--- config.mk ---
export PLATFORM = sky130hd
export DESIGN_NAME = nand_prefetch_engine
export DESIGN_NICKNAME = d
export VERILOG_FILES = /design/src/rtl/nand_pf_pkg.sv /design/src/rtl/nand_pf_fifo.sv /design/src/rtl/nand_pf_seq.sv /design/src/rtl/nand_pf_regs.sv /design/src/rtl/nand_prefetch_engine.sv
export SDC_FILE = /design/constraint.sdc
export NUM_CORES = 1
export LEC_CHECK = 0
export BUFFER_PORTS_ARGS = -buffer_cell sky130_fd_sc_hd__buf_4
export CAP_MARGIN = 25
export CORE_ASPECT_RATIO = 1.75
export CORE_MARGIN = 4
export CORE_UTILIZATION = 40
export DETAILED_ROUTE_END_ITERATION = 6
export GPL_TIMING_DRIVEN = 0
export PLACE_DENSITY_LB_ADDON = 0.08
export SKIP_CTS_REPAIR_TIMING = 1
export SLEW_MARGIN = 20
export SYNTH_ARGS = -nofsm -noshare
export SYNTH_HDL_FRONTEND = slang
export SYNTH_HIERARCHICAL = 1
export SYNTH_SLANG_ARGS = --single-unit
export TNS_END_PERCENT = 30
--- constraint.sdc ---
create_clock -name clk -period 3.6 [get_ports clk]
set_input_delay 0.36 -clock clk [delete_from_list [all_inputs] [get_ports clk]]
set_output_delay 0.36 -clock clk [all_outputs]
set_load 0.01 [all_outputs]
--- src/rtl/nand_pf_pkg.sv ---
`timescale 1ns/1ps
package nand_pf_pkg;
  localparam logic [2:0] A_CFG  = 3'd0;
  localparam logic [2:0] A_CNT  = 3'd1;
  localparam logic [2:0] A_CTL  = 3'd2;
  localparam logic [2:0] A_STAT = 3'd3;
  localparam logic [2:0] A_DATA = 3'd4;
  localparam logic [2:0] A_PINS = 3'd5;

  localparam int THR_MAX   = 64;
  localparam int B_DIR     = 0;
  localparam int B_WSEL    = 4;
  localparam int B_EN      = 7;
  localparam int B_THR     = 8;
  localparam int THR_W     = 7;
  localparam int B_CS      = 24;
  localparam int B_THRHIT  = 16;
  localparam int B_UFLOW   = 17;
  localparam int B_FILL    = 24;
  localparam int B_PINS    = 8;

  typedef struct packed {
    logic             dir;
    logic             wsel;
    logic             en;
    logic [THR_W-1:0] thr;
  } cfg_t;
endpackage

--- src/rtl/nand_pf_fifo.sv ---
`timescale 1ns/1ps
module nand_pf_fifo #(
  parameter int DEPTH = 64
) (
  input  logic                         clk,
  input  logic                         rst_n,
  input  logic                         flush,
  input  logic                         push,
  input  logic [7:0]                   push_byte,
  input  logic                         pop,
  output logic [31:0]                  pop_word,
  output logic [$clog2(DEPTH+1)-1:0]   fill
);
  localparam int PTR_W  = $clog2(DEPTH);
  localparam int FILL_W = $clog2(DEPTH+1);

  logic [7:0]       mem [DEPTH];
  logic [PTR_W-1:0] wr_ptr, rd_ptr;

  always_ff @(posedge clk) begin
    if (push && !flush) mem[wr_ptr] <= push_byte;
  end

  always_ff @(posedge clk) begin
    if (!rst_n || flush) begin
      wr_ptr <= '0;
      rd_ptr <= '0;
      fill   <= '0;
    end else begin
      if (push) wr_ptr <= wr_ptr + PTR_W'(1);
      if (pop)  rd_ptr <= rd_ptr + PTR_W'(4);
      fill <= fill + (push ? FILL_W'(1) : FILL_W'(0)) - (pop ? FILL_W'(4) : FILL_W'(0));
    end
  end

  // little-endian packing: oldest byte in the low lane
  for (genvar g = 0; g < 4; g++) begin : g_lane
    assign pop_word[8*g +: 8] = mem[rd_ptr + PTR_W'(g)];
  end
endmodule

--- src/rtl/nand_pf_seq.sv ---
`timescale 1ns/1ps
module nand_pf_seq #(
  parameter int DEPTH  = 64,
  parameter int CNT_W  = 14,
  parameter int NUM_CS = 4
) (
  input  logic                        clk,
  input  logic                        rst_n,
  input  logic                        active,
  input  logic                        load,
  input  logic [CNT_W-1:0]            load_cnt,
  input  logic                        abort,
  input  logic [$clog2(NUM_CS)-1:0]   cs_sel,
  input  logic                        ready,
  input  logic [$clog2(DEPTH+1)-1:0]  fill,
  output logic [CNT_W-1:0]            remaining,
  output logic                        re_q,
  output logic                        push,
  output logic [NUM_CS-1:0]           ce_n
);
  localparam int FILL_W = $clog2(DEPTH+1);

  logic issue;
  assign issue = active && !abort && !re_q && (remaining != '0) && ready &&
                 (fill < FILL_W'(DEPTH));
  assign push  = re_q;

  always_ff @(posedge clk) begin
    if (!rst_n) begin
      re_q      <= 1'b0;
      remaining <= '0;
    end else begin
      re_q <= issue;
      if (abort)      remaining <= '0;
      else if (load)  remaining <= load_cnt;
      else if (issue) remaining <= remaining - CNT_W'(1);
    end
  end

  for (genvar i = 0; i < NUM_CS; i++) begin : g_ce
    assign ce_n[i] = !(active && (cs_sel == i[$clog2(NUM_CS)-1:0]));
  end
endmodule

--- src/rtl/nand_pf_regs.sv ---
`timescale 1ns/1ps
module nand_pf_regs
  import nand_pf_pkg::*;
#(
  parameter int DEPTH  = 64,
  parameter int CNT_W  = 14,
  parameter int NUM_CS = 4
) (
  input  logic                        clk,
  input  logic                        rst_n,
  input  logic                        reg_wr,
  input  logic                        reg_rd,
  input  logic [2:0]                  reg_addr,
  input  logic [31:0]                 reg_wdata,
  output logic [31:0]                 reg_rdata,
  input  logic [$clog2(DEPTH+1)-1:0]  fill,
  input  logic [CNT_W-1:0]            remaining,
  input  logic                        fetch_busy,
  input  logic [31:0]                 pop_word,
  input  logic [1:0]                  wait_q,
  output logic                        active,
  output logic                        start,
  output logic                        stop,
  output logic                        pop,
  output cfg_t                        cfg,
  output logic [$clog2(NUM_CS)-1:0]   cfg_cs,
  output logic [CNT_W-1:0]            cfg_cnt
);
  localparam int FILL_W = $clog2(DEPTH+1);
  localparam int CS_W   = $clog2(NUM_CS);

  logic        underflow, done, wr_cfg, wr_cnt, rd_data, can_pop;
  logic [31:0] rd_mux;

  assign wr_cfg  = reg_wr && (reg_addr == A_CFG) && !active;
  assign wr_cnt  = reg_wr && (reg_addr == A_CNT) && !active;
  assign start   = reg_wr && (reg_addr == A_CTL) && reg_wdata[0] && !active &&
                   cfg.en && !cfg.dir && (32'(cfg.thr) <= THR_MAX);
  assign stop    = reg_wr && (reg_addr == A_CTL) && !reg_wdata[0];
  assign done    = active && (remaining == '0) && (fill == '0) && !fetch_busy;
  assign rd_data = reg_rd && (reg_addr == A_DATA);
  assign can_pop = fill >= FILL_W'(4);
  assign pop     = rd_data && can_pop;

  always_ff @(posedge clk) begin
    if (!rst_n) begin
      cfg       <= '0;
      cfg_cs    <= '0;
      cfg_cnt   <= '0;
      active    <= 1'b0;
      underflow <= 1'b0;
      reg_rdata <= '0;
    end else begin
      if (wr_cfg) begin
        cfg.dir  <= reg_wdata[B_DIR];
        cfg.wsel <= reg_wdata[B_WSEL];
        cfg.en   <= reg_wdata[B_EN];
        cfg.thr  <= reg_wdata[B_THR +: THR_W];
        cfg_cs   <= reg_wdata[B_CS +: CS_W];
      end
      if (wr_cnt) cfg_cnt <= reg_wdata[CNT_W-1:0];
      if (start)             active <= 1'b1;
      else if (stop || done) active <= 1'b0;
      if (start)                    underflow <= 1'b0;
      else if (rd_data && !can_pop) underflow <= 1'b1;
      if (reg_rd) reg_rdata <= rd_mux;
    end
  end

  always_comb begin
    rd_mux = '0;
    unique case (reg_addr)
      A_CFG: begin
        rd_mux[B_DIR]            = cfg.dir;
        rd_mux[B_WSEL]           = cfg.wsel;
        rd_mux[B_EN]             = cfg.en;
        rd_mux[B_THR +: THR_W]   = cfg.thr;
        rd_mux[B_CS +: CS_W]     = cfg_cs;
      end
      A_CNT:  rd_mux[CNT_W-1:0] = cfg_cnt;
      A_CTL:  rd_mux[0] = active;
      A_STAT: begin
        rd_mux[CNT_W-1:0]        = remaining;
        rd_mux[B_THRHIT]         = active && (32'(fill) >= 32'(cfg.thr));
        rd_mux[B_UFLOW]          = underflow;
        rd_mux[B_FILL +: FILL_W] = fill;
      end
      A_DATA: rd_mux = can_pop ? pop_word : 32'd0;
      A_PINS: rd_mux[B_PINS +: 2] = wait_q;
      default: rd_mux = '0;
    endcase
  end
endmodule

--- src/rtl/nand_prefetch_engine.sv ---
`timescale 1ns/1ps
module nand_prefetch_engine
  import nand_pf_pkg::*;
#(
  parameter int DEPTH  = 64,
  parameter int CNT_W  = 14,
  parameter int NUM_CS = 4
) (
  input  logic              clk,
  input  logic              rst_n,
  input  logic              reg_wr,
  input  logic              reg_rd,
  input  logic [2:0]        reg_addr,
  input  logic [31:0]       reg_wdata,
  output logic [31:0]       reg_rdata,
  output logic [NUM_CS-1:0] nand_ce_n_o,
  output logic              nand_re_o,
  input  logic [7:0]        nand_dq_i,
  input  logic [1:0]        nand_wait_i
);
  localparam int FILL_W = $clog2(DEPTH+1);
  localparam int CS_W   = $clog2(NUM_CS);

  logic [FILL_W-1:0] fill;
  logic [CNT_W-1:0]  remaining, cfg_cnt;
  logic [CS_W-1:0]   cfg_cs;
  logic [31:0]       pop_word;
  logic [1:0]        wait_q;
  logic              active, start, stop, pop, push, ready;
  cfg_t              cfg;

  always_ff @(posedge clk) begin
    if (!rst_n) wait_q <= 2'b00;
    else        wait_q <= nand_wait_i;
  end
  assign ready = wait_q[cfg.wsel];

  nand_pf_regs #(.DEPTH(DEPTH), .CNT_W(CNT_W), .NUM_CS(NUM_CS)) u_regs (
    .clk(clk), .rst_n(rst_n), .reg_wr(reg_wr), .reg_rd(reg_rd),
    .reg_addr(reg_addr), .reg_wdata(reg_wdata), .reg_rdata(reg_rdata),
    .fill(fill), .remaining(remaining), .fetch_busy(nand_re_o),
    .pop_word(pop_word), .wait_q(wait_q), .active(active), .start(start),
    .stop(stop), .pop(pop), .cfg(cfg), .cfg_cs(cfg_cs), .cfg_cnt(cfg_cnt)
  );

  nand_pf_seq #(.DEPTH(DEPTH), .CNT_W(CNT_W), .NUM_CS(NUM_CS)) u_seq (
    .clk(clk), .rst_n(rst_n), .active(active), .load(start),
    .load_cnt(cfg_cnt), .abort(stop), .cs_sel(cfg_cs), .ready(ready),
    .fill(fill), .remaining(remaining), .re_q(nand_re_o), .push(push),
    .ce_n(nand_ce_n_o)
  );

  nand_pf_fifo #(.DEPTH(DEPTH)) u_fifo (
    .clk(clk), .rst_n(rst_n), .flush(stop), .push(push),
    .push_byte(nand_dq_i), .pop(pop), .pop_word(pop_word), .fill(fill)
  );
endmodule

==> metrics.csv <==
metric,value,unit
run_status,"complete, but fails checks",
failed_checks,negative hold slack,
wl,65090,um
p_leak,8.907,nW
rsz0062_at_grt,false,
ant_nets,0,
worst_setup_path_end_kind,register,
grtUsageTotal,19.78,%
worst_slew_pin_slew,1.015,ns
drive_above_1_share,22.98,%
path_buf_inv,2,
p_total,14.66,mW
antenna_found_initial,0,
finalWorstSetupSlack,0.2804,ns
setup_viol,0,
hpwl,46480,um
grtUsageMet3,2.386,%
syn2layout_area_growth,14.40,%
netSwitchingFraction,21.69,%
grt.overflow.total,0,
grt_pass1_vias,14180,
num_vias,13460,
fmax,301.2,MHz
combinationalPowerShare,5.8,%
place_ws,0.1152,ns
synth_area,24550,sq um
port_buffers,70,
fin_crit_sh,92.21,%
final_area,28090,sq um
grt_first_pass_wirelength,96380,um
drt_first_iter_violations,942,
grtUsageMet1,22.86,%
finalSetupTns,0,ns
die_x,195.3,um
fin_skew,0.01524,ns
synth_cell_types,67,
cts_buffers,56,
root_buffer,clkbuf_16,
clock_path_buffers,3,
fp.dieArea,65560,sq um
internal-power,11.48,mW
firstDrtPassIters,6,
crit_slowest_cell,or4_4,
peakVddDrop,424.2,uV
cts_tree,done,
maxCapViolations,0,
ys_seq_elements,610,
seq_area_frac_synth,70.61,%
syn_nets,1519,
synth_warnings,6,
diodes,0,
seq_power_share,52.7,%
min-delay-path-class,input pin to register,
clkLatencyLatePin,0.61,ns
path_delay_family,compound AO/OA/AOI/OAI gates,
clock-sinks,610,
fin_nets,1658,
slowest_delay,0.58,ns
cp_data_arrival_time,3.80,ns
required,4.08,ns
gp_congestion,0.9261,
switchingPower,3.181,mW
num_rows,119,
synthArstFlopShare,0,%
initial_core_util,40.61,%
path_max_fanout,10,
ios,86,
drc,0,
path_class,register to register,
h-tree-depth,2,
p_per_area,522.1,nW/um^2
final-max-slew-violation-count,0,
route.detailed.wl_per_inst,26.87,um
avgSynthCellArea,16.93,sq um
hold_viol_final,1,
clkTransAtPathRegs,0.07,ns
via_per_inst,5.555,
crit_chain,or4_4 > o21a_1 > buf_2 > and2_1 > inv_1 > ha_1 > ha_1 > o21bai_1 > a31oi_1 > o311ai_0,
whs,-0.002830,ns
synthFlopType,edfxtp_1,
syn_inst,1450,
fin_crit,3.320,ns
coreArea,60450,sq um
post-route-util,46.46,%
cpMostUsedCell,ha_1,
startpoint_type,register,
grt_max_degree,65,
synth_edf_count,512,
gr-max-usage-layer,met2,
placed_area,26170,sq um
relSlewSlack,32.35,%
clkPwrFrac,41.5,%
die_h,335.7,um
use_met2,37.36,%
-- worst min-delay path, stage by stage --
cell and delay [ns]:
buf_4 0.08, mux2i_1 0.05, nor2_1 0.08
-- synthesized netlist by cell type, types with 18 or more instances --
master,instances,area share [%]
a21oi_1,37,0.75
a22oi_1,53,1.6
a22oi_2,18,0.92
buf_2,23,0.47
clkbuf_1,47,0.72
dfxtp_1,98,8.0
edfxtp_1,512,63
ha_1,20,1.0
inv_1,23,0.35
mux2i_1,18,0.73
mux4_2,129,12
nand2_1,90,1.4
nand3_1,27,0.55
nor2_1,119,1.8
nor3_1,31,0.63
-- through the flow --
step                      hold WS [ns]  instances
after floorplan                 0.4363       1450
after global placement          0.4508       2306
after detailed placement        0.4513       2313
after CTS                     -0.05223       2418
after global routing          0.001270       2422
final                        -0.002830       2422
-- worst paths after layout --
kind	slack, ns	end	cells past startpoint	start
setup / recovery	0.28	u_fifo/fill[6]$_SDFF_PP0_	10	u_fifo/fill[5]$_SDFF_PP0_
hold / removal	-0.003	u_regs/cfg_cnt[5]$_SDFFE_PN0P_	3	reg_wdata[5]
setup reg to reg	0.28	u_fifo/fill[6]$_SDFF_PP0_	10	u_fifo/fill[5]$_SDFF_PP0_
hold reg to reg	0.46	u_regs/cfg[6]$_SDFFE_PN0P_	2	u_regs/cfg[6]$_SDFFE_PN0P_
-- state kept, by name, summed over array words and instances, names as in the netlist, 2 cells and up, named ones only --
register          flops
u_regs/cfg_cnt       14
u_fifo/fill           7
u_fifo/mem          512
u_seq/remaining      14
u_regs/reg_rdata     32
u_fifo/rd_ptr         4
u_regs/cfg_cs         2
wait_q                2
u_fifo/wr_ptr         6
u_regs/cfg           10
-- power groups by stage --
stage          Clock [mW]  Combinational, mW  Sequential (mW)
6_report             6.08              0.847             7.73
5_1_grt              6.52              0.930             7.73
4_1_cts              6.26              0.861             7.73
3_5_place_dp            0              0.857             7.89
3_3_place_gp            0              0.833             7.89
2_1_floorplan           0              0.511             7.87
-- layout by cell type (no fill, tap or decap), types with 5 or more instances in the layout --
cell / instances
clkbuf_16: 58
mux2i_1: 18
inv_1: 23
nor3_2: 7
and2_1: 10
dfxtp_1: 98
buf_1: 6
a22oi_1: 53
buf_2: 24
mux2_2: 12
nor3_1: 25
a211oi_1: 16
nor3b_1: 5
bufinv_16: 6
ha_1: 20
mux4_2: 129
buf_4: 80
or4_1: 6
nand3_1: 27
edfxtp_1: 512
a221oi_1: 7
a22oi_2: 18
nor4_1: 6
o21ai_0: 12
xor2_1: 5
clkinv_2: 11
o211ai_1: 6
clkinv_1: 13
nor2_1: 119
nand3b_1: 6
a222oi_1: 6
xnor2_1: 13
clkbuf_1: 59
a21oi_1: 37
nand2_1: 90
nand4_1: 11
nor2b_1: 12
-- metal layers --
metal	up-vias	share of wire, %
met5	-	0
met4	0	3.6
met3	106	3.6
met2	328	56
met1	6981	37
li1	6040	-
-- kinds of logic (layout without fill, tap and decap cells) --
| group | Yosys count | count (layout) | synth area share [%] |
|---|---|---|---|
| DFF | 610 | 610 | 70.61 |
| and+or+nand+nor | 354 | 354 | 7.058 |
| AOI/OAI and AO/OA | 177 | 177 | 5.392 |
| muxes | 160 | 160 | 13.18 |
| buffers and inverters | 111 | 297 | 2.095 |
| adders and majority gates | 20 | 20 | 1.019 |
| xor gates and xnor gates | 18 | 18 | 0.6421 |
-- layout make-up --
cell class                      instances  area, sq um
Clock buffer                           74         1551
Timing Repair Buffer                   81        619.3
Buffer                                 86        420.4
Tap cell                              786        983.4
Sequential cell                       610        17340
Multi-Input combinational cell        729         6758
Clock inverter                         31        324.1
Fill cell                            5316        32360
Inverter                               25        93.84
Note: power is estimated with default switching activity, not from simulation.
